==> config.mk <==
export PLATFORM = sky130hd
export DESIGN_NAME = tmds_lane_deskew
export DESIGN_NICKNAME = d
export VERILOG_FILES = /design/src/rtl/tmds_dsk_pkg.sv /design/src/rtl/dsk_lane.sv /design/src/rtl/dsk_align.sv /design/src/rtl/tmds_lane_deskew.sv
export SDC_FILE = /design/constraint.sdc
export NUM_CORES = 1
export LEC_CHECK = 0
export BUFFER_PORTS_ARGS = -buffer_cell sky130_fd_sc_hd__clkbuf_2
export CORE_MARGIN = 10
export CORE_UTILIZATION = 25
export DETAILED_ROUTE_END_ITERATION = 10
export RECOVER_POWER = 50
export SLEW_MARGIN = 0
export SYNTH_ARGS = -nofsm -noshare
export SYNTH_HDL_FRONTEND = slang
export SYNTH_SLANG_ARGS = --single-unit
==> constraint.sdc <==
create_clock -name clk -period 5 [get_ports clk]
set_clock_uncertainty 0.15 [all_clocks]
set_input_delay 0.25 -clock clk [delete_from_list [all_inputs] [get_ports clk]]
set_output_delay 0.25 -clock clk [all_outputs]
set_load 0.03 [all_outputs]
==> src/rtl/tmds_dsk_pkg.sv <==
`timescale 1ns/1ps
package tmds_dsk_pkg;
   localparam int unsigned TOKEN_W = 10;

   // Recognises the four transition-rich blanking codes.
   function automatic logic is_blank_token(input logic [TOKEN_W-1:0] s);
      return (s == 10'h354) || (s == 10'h0AB) || (s == 10'h154) || (s == 10'h2AB);
   endfunction
endpackage

==> src/rtl/dsk_lane.sv <==
`timescale 1ns/1ps
module dsk_lane #(
   parameter int unsigned SYM_W = 10
) (
   input  logic             clk,
   input  logic             rst_n,
   input  logic             vld,
   input  logic [SYM_W-1:0] sym_in,
   input  logic             sel,
   output logic             mark,
   output logic [SYM_W-1:0] sym_out
);
   import tmds_dsk_pkg::*;

   logic             prev_ctl;
   logic             cur_ctl;
   logic [SYM_W-1:0] tap_near;
   logic [SYM_W-1:0] tap_far;

   assign cur_ctl = is_blank_token(sym_in);
   assign mark    = vld & cur_ctl & ~prev_ctl;

   always_ff @(posedge clk) begin
      if (!rst_n) begin
         prev_ctl <= 1'b1;
         tap_near <= '0;
         tap_far  <= '0;
      end else begin
         // An invalid cycle poisons the history so no edge is seen on re-lock.
         prev_ctl <= vld ? cur_ctl : 1'b1;
         tap_near <= sym_in;
         tap_far  <= tap_near;
      end
   end

   assign sym_out = sel ? tap_far : tap_near;
endmodule

==> src/rtl/dsk_align.sv <==
`timescale 1ns/1ps
module dsk_align #(
   parameter int unsigned LANES = 3
) (
   input  logic             clk,
   input  logic             rst_n,
   input  logic             all_vld,
   input  logic [LANES-1:0] mark,
   output logic [LANES-1:0] sel,
   output logic             aligned,
   output logic             win_open,
   output logic [LANES-1:0] win_first
);
   localparam logic [LANES-1:0] ALL_SET = {LANES{1'b1}};

   always_ff @(posedge clk) begin
      if (!rst_n) begin
         win_open  <= 1'b0;
         win_first <= '0;
         sel       <= '0;
         aligned   <= 1'b0;
      end else if (!all_vld) begin
         win_open <= 1'b0;
         aligned  <= 1'b0;
      end else if (win_open) begin
         win_open <= 1'b0;
         if ((win_first | mark) == ALL_SET) begin
            sel     <= win_first;
            aligned <= 1'b1;
         end else begin
            aligned <= 1'b0;
         end
      end else if (|mark) begin
         if (mark == ALL_SET) begin
            sel     <= '0;
            aligned <= 1'b1;
         end else begin
            win_open  <= 1'b1;
            win_first <= mark;
         end
      end
   end
endmodule

==> src/rtl/tmds_lane_deskew.sv <==
`timescale 1ns/1ps
module tmds_lane_deskew #(
   parameter int unsigned LANES = 3,
   parameter int unsigned SYM_W = 10
) (
   input  logic                   clk,
   input  logic                   rst_n,
   input  logic [LANES-1:0]       lane_vld,
   input  logic [LANES*SYM_W-1:0] lane_sym,
   output logic [LANES*SYM_W-1:0] out_sym,
   output logic                   out_vld
);
   localparam int unsigned BUS_W = LANES * SYM_W;

   generate
      if (SYM_W != tmds_dsk_pkg::TOKEN_W) begin : g_bad_width
         $error("SYM_W must equal the 10-bit token width");
      end
      if (LANES < 2) begin : g_bad_lanes
         $error("LANES must be at least 2");
      end
   endgenerate

   logic [LANES-1:0] mark;
   logic [LANES-1:0] sel;
   logic [LANES-1:0] win_first;
   logic             win_open;
   logic             aligned;
   logic [BUS_W-1:0] lane_out;

   generate
      for (genvar i = 0; i < LANES; i++) begin : g_lane
         dsk_lane #(.SYM_W(SYM_W)) u_lane (
            .clk     (clk),
            .rst_n   (rst_n),
            .vld     (lane_vld[i]),
            .sym_in  (lane_sym[i*SYM_W +: SYM_W]),
            .sel     (sel[i]),
            .mark    (mark[i]),
            .sym_out (lane_out[i*SYM_W +: SYM_W])
         );
      end
   endgenerate

   dsk_align #(.LANES(LANES)) u_align (
      .clk       (clk),
      .rst_n     (rst_n),
      .all_vld   (&lane_vld),
      .mark      (mark),
      .sel       (sel),
      .aligned   (aligned),
      .win_open  (win_open),
      .win_first (win_first)
   );

   assign out_sym = lane_out;
   assign out_vld = aligned;
endmodule

# After elaboration in Yosys (flattened, before gate mapping)
# Index checks and enable logic that the tools add are counted.
[word_totals] register_bits=71 out_inout_bits=31
[op_classes] n_eq_ne=15 mux=12 bitwise=15 reduce_logical=21
[op_table] operator="10-bit equality test, second input constant" n=6
[op_table] operator="10-bit by 8-bit equality test with 1-bit output, second input constant" n=3
[op_table] operator="10-bit by 9-bit equality test with 1-bit output, second input constant" n=3
[op_table] operator="10-bit two-way mux" n=3
[op_table] operator="3-bit two-way mux" n=4
[op_table] operator="6-bit AND reduction" n=2
[op_table] operator="1-bit logical OR" n=9
[op_table] operator="1-bit NOT" n=8
[op_table] operator="2-bit AND reduction" n=4
[op_table] operator="1-bit bitwise AND" n=6
[op_table] operator="3-bit equality test, second input constant" n=2
[op_table] operator="1-bit two-way mux" n=5
[op_table] operator="4-bit AND reduction" n=1
[op_table] operator="2-bit nonzero test" n=2
[op_table] operator="4-bit OR reduction" n=1
[op_table] operator="3-bit bitwise OR" n=1
[op_table] operator="3-bit AND reduction" n=1
[op_table] operator="3-bit OR reduction" n=1
[op_table] operator="2-bit != test, second input constant" n=1

# Depth between registers and ports, before layout
[logic_depth] word_depth=10 ltp_mapped=6 mapped_depth_nobuf=6

# Cells and area by module
# Synthesis repeated with hierarchy kept, for this count alone.
[hier_totals] hier_cells=239 area_unflattened_um2=2662.6
[modules_own_cells] mod="dsk_lane" n_inst=3 cells_per_inst=63 area_per_inst_um2=743.2
[modules_own_cells] mod="dsk_align" n_inst=1 cells_per_inst=49 area_per_inst_um2=426.7
[modules_own_cells] mod="tmds_lane_deskew" n_inst=1 cells_per_inst=1 area_per_inst_um2=6.3

# Worst setup path after synthesis
# OpenSTA, ideal clock, no wires.
[synth_timing] path_kind="in2reg" start="input lane_sym[1]" end="register u_align.sel[0]" setup_time_ns=0.122 arrival_ns=1.954 t_required_ns=4.728 path_slack_ns=2.774 cell_stages=6 cell_sequence="or4b_1 > or4_1 > nand2_2 > nand3_2 > a221o_1 > mux2i_1"
[synth_between] elab_chain_cells=10 word_cells_on_any_way=17
[synth_rtl] element="start: declaration" line="tmds_lane_deskew.sv:9" rtl="input logic [LANES*SYM_W-1:0] lane_sym,"
[synth_rtl] element="10-bit equality test / 10-bit by 8-bit equality test with 1-bit output (equally long branches)" line="tmds_dsk_pkg.sv:7" rtl="return (s == 10'h354) || (s == 10'h0AB) || (s == 10'h154) || (s == 10'h2AB);"
[synth_rtl] element="1-bit logical OR (2 in series)" line="tmds_dsk_pkg.sv:7"
[synth_rtl] element="1-bit logical OR *" line="tmds_dsk_pkg.sv:7"
[synth_rtl] element="1-bit bitwise AND * (2 in series)" line="dsk_lane.sv:21" rtl="assign mark = vld & cur_ctl & ~prev_ctl;"
[synth_rtl] element="3-bit bitwise OR" line="dsk_align.sv:27" rtl="if ((win_first | mark) == ALL_SET) begin"
[synth_rtl] element="3-bit equality test" line="dsk_align.sv:27"
[synth_rtl] element="2-bit != test (no source line)"
[synth_rtl] element="6-bit AND reduction (no source line) *"
[synth_rtl] element="end signal: assignment" line="dsk_align.sv:28" rtl="sel <= win_first;"
[synth_rtl] element="end: declaration" line="dsk_align.sv:9" rtl="output logic [LANES-1:0] sel,"
# Mark *: on every way between the ends. The rest lies on a longest branch, timed or not.
# A chain may end at the register's enable or synchronous reset.

# Worst setup path after layout
[layout_timing] start="input lane_sym[24]" end="register u_align.sel[2]"
# Same word-level chain as after synthesis.

==> out/summary.txt <==
Status -> complete, but fails checks
Failing checks -> max-capacitance violations, max-slew violations
Placed Cells -> 436
Post-Syn Instances -> 244
Vias/cell -> 4.372
Synth Area in XOR/XNOR -> 0%
Largest stage delay, worst path -> 0.53 ns
Post-synthesis simple-gate area fraction -> 26.56%
Avg Cell Area, Syn -> 10.87 um2
Setup crit start kind -> primary input
Max-cap violations -> 1
Slowest CP cell -> dlygate4sd3_1
Initial antenna violation count -> 0
Synth warn -> 0
Combinational power share -> 9.4%
Clk slew on worst S/H paths -> 0.08 ns
Worst hold slack -> 0.03513 ns
Total CTS buffers -> 9
Final critical-path required period -> 2.780 ns
Worst R2R End -> u_align.sel[2]
Sequential share of power -> 46.9%
Number of flops mapped to enable cells by yosys -> 0
Grt ovf -> 0
Post-synthesis mux area share -> 13.87%
Setup Total Neg Slack -> 0 ns
Gpl congestion -> 0.8292
Dpl hpwl -> 4536 um
Max Slew Vio Count -> 71
Worst hold path class -> in2reg
Final Hold Violating Endpoints -> 0
Compound-Gate Fraction of Synth Area -> 4.151%
Crit-path cells -> dlygate4sd3_1 -> clkbuf_2 -> nand4bb_1 -> or4_1 -> a21oi_1 -> nand3_2 -> a221o_1 -> mux2i_1
Die Ht -> 123.0 um
PwrDens -> 350.1 nW/um2
Footprint of the multi-input gates -> 1182 um2
Final Cycle Share -> 55.60%
Cell depth of the worst hold path -> 2
Reg area -> 1421 um2
Nets -> 373
Yosys cell types -> 34
Flop-to-flop setup slack -> 2.60 ns
Largest net degree at the start of global routing -> 71
Std-Cell Core Area -> 10320 um2
Non-filler instance count after layout -> 479
FMAX -> 359.7 MHz
Reg2reg start -> g_lane[0].u_lane.prev_ctl
Htree depth -> 3
Clock Latency Late Sink -> 0.33 ns
Via count -> 2094
Switching share of total power -> 23.07%
Routed len/inst -> 13.43 um
CP required -> 5.07 ns
All-Layer GR Usage -> 8.681%
CTS tree -> built
Row count -> 37
Initial Util -> 25.69%
Slew margin rel. -> -56.05%
Int Pwr -> 0.9773 mW
Crit path max fanout -> 6
Post-cts resize count -> 0
Setup ws final -> 2.220 ns
Share of layout cells above drive strength 1 -> 32.94%
TritonCTS Sinks -> 71
RSZ-0062 raised after global routing -> false
Crit path DAT -> 2.85 ns
Final setup fails -> 0
Die area -> 15130 um2
Fill cells -> 1034
Post-synthesis async set-or-reset flop share -> 0%
Total power -> 1.270 mW
# diodes -> 0
Worst Hold End -> g_lane[0].u_lane.tap_near[0]
Worst-Margin Slew -> 2.341 ns
Main synth FF type -> dfxtp_1
Synthesized net count -> 279
Cell area after synthesis -> 2653 um2
Drt drc -> 0
Vias in the first global route -> 2104
Root buffer cell -> clkbuf_8
Die width -> 123.0 um
CP endpoint kind -> flip-flop
# port buffers -> 65
Seq/Total Area, Yosys -> 53.58%
FF+latch count, synth -> 71
Dpl ws -> 2.469 ns
Clk pwr share -> 43.7%
Worst r2r path cells -> 6
Layout area overhead -> 36.79%
Starting DRT DRC Count -> 87
IO Pins -> 66
DRT Pass-1 Iters -> 4
Kind of critical path -> in2reg
Clock Tree Buf Depth -> 2
Switch Pwr -> 0.2931 mW
VDD IR max -> 168.8 uV
Synth Area in Adders -> 0%
First-pass GRT wire length -> 10240 um
Routed WL -> 6432 um
Final ANT Viol Nets -> 0
Leak -> 1.508 nW
Hold Startpoint -> lane_sym[0]
Largest family of logic cells by synthesized area -> simple AND/OR/NAND/NOR gates
[cell usage in the layout (no fill, tap or decap), types with 2 or more instances in the layout]
| master | n |
|---|---|
| nand2_1 | 6 |
| mux2i_1 | 3 |
| a21oi_1 | 5 |
| nor2_1 | 4 |
| nand4bb_1 | 2 |
| inv_1 | 3 |
| dlygate4sd3_1 | 27 |
| bufinv_16 | 3 |
| nand2b_1 | 3 |
| nand4_1 | 6 |
| mux2_2 | 30 |
| nor3_1 | 3 |
| clkbuf_8 | 9 |
| nor2b_1 | 3 |
| or4_1 | 2 |
| o31ai_1 | 4 |
| and2_1 | 40 |
| nand3_1 | 8 |
| and2_0 | 20 |
| dfxtp_1 | 71 |
| and4b_1 | 2 |
| nor4bb_1 | 3 |
| clkbuf_2 | 65 |
| nor4b_1 | 2 |
[per-layer routing]
layer	global-route usage [%]	up-vias	wire length (um)	part of all wire [%]
met2	14.29	71	3104	48
met5	0	-	0	0
met1	9.479	979	2715	42
li1	-	1035	-	-
met3	3.418	9	497	7.7
met4	4.658	0	114	1.8
[critical path: cells and delay by family]
family / cells / cell delay [ns]
AOI/OAI and AO/OA: 2 / 0.93
buffers and inverters: 2 / 0.64
muxes: 1 / 0.14
and+or+nand+nor: 3 / 0.88
[registers in the layout, indices dropped and copies added (netlist names)]
name and flops:
u_align.aligned 1, u_align.win_first 3, u_align.sel 3, u_align.win_open 1, g_lane.u_lane.tap_near 30, g_lane.u_lane.prev_ctl 3
g_lane.u_lane.tap_far 30
[synthesized netlist by cell type (4+ instances only)]
cell type | number | share of area [%]
o31ai_1 | 4 | 1.1
and2_1 | 60 | 14
nand2_1 | 6 | 0.85
dfxtp_1 | 71 | 54
clkbuf_1 | 10 | 1.4
a21oi_1 | 5 | 0.94
nand4_1 | 6 | 1.4
nor2_1 | 4 | 0.57
mux2_2 | 30 | 13
nand3_1 | 8 | 1.5
[per-stage QoR]
| step | cell area (um2) | util [%] |
|---|---|---|
| 2_1_floorplan | 2653 | - |
| 3_3_place_gp | 3118 | 30.20 |
| 3_5_place_dp | 3118 | 30.20 |
| 4_1_cts | 3632 | 35.18 |
| 5_1_grt | 3628 | 35.15 |
| 6_report | 3628 | 35.15 |
[power groups by stage]
stage               Sequential (mW)  Clock, mW  Combinational (mW)
global route                  0.600      0.604               0.130
CTS                           0.597      0.581               0.122
global placement              0.609          0               0.103
detailed placement            0.610          0               0.104
finish                        0.596      0.555               0.119
floorplan                     0.607          0              0.0655
[logic make-up after synthesis]
kind of cell,Yosys count
AO/OA/AOI/OAI,16
multiplexers,33
flip-flops,71
buffers and inverters,13
AND/OR/NAND/NOR,111
[area by class of cell]
class                           count  share of cell area [%]
Tap cell                          136                   4.690
Multi-Input combinational cell    160                   32.59
Sequential cell                    71                   39.17
Clock buffer                        9                   3.414
Clock inverter                      7                   3.310
Timing Repair Buffer               93                   16.52
Inverter                            3                  0.3103
[what timing repair did]
action,in CTS,in global routing
endpoints found under the hold margin,27,0
hold buffers,27,0
setup buffers,0,0
[worst max-delay path by stage]
stage / start / endpoint / slack, ns / cells past startpoint
after floorplan: lane_sym[1] / u_align.sel[0] / 2.77 / 6
after global placement: lane_sym[1] / u_align.sel[0] / 2.56 / 7
after detailed placement: lane_sym[24] / u_align.sel[2] / 2.47 / 7
after CTS: lane_sym[24] / u_align.sel[2] / 2.29 / 8
after global routing: rst_n / u_align.aligned / 1.91 / 4
final: lane_sym[24] / u_align.sel[2] / 2.22 / 8
Note: power is estimated with default switching activity, not from simulation.
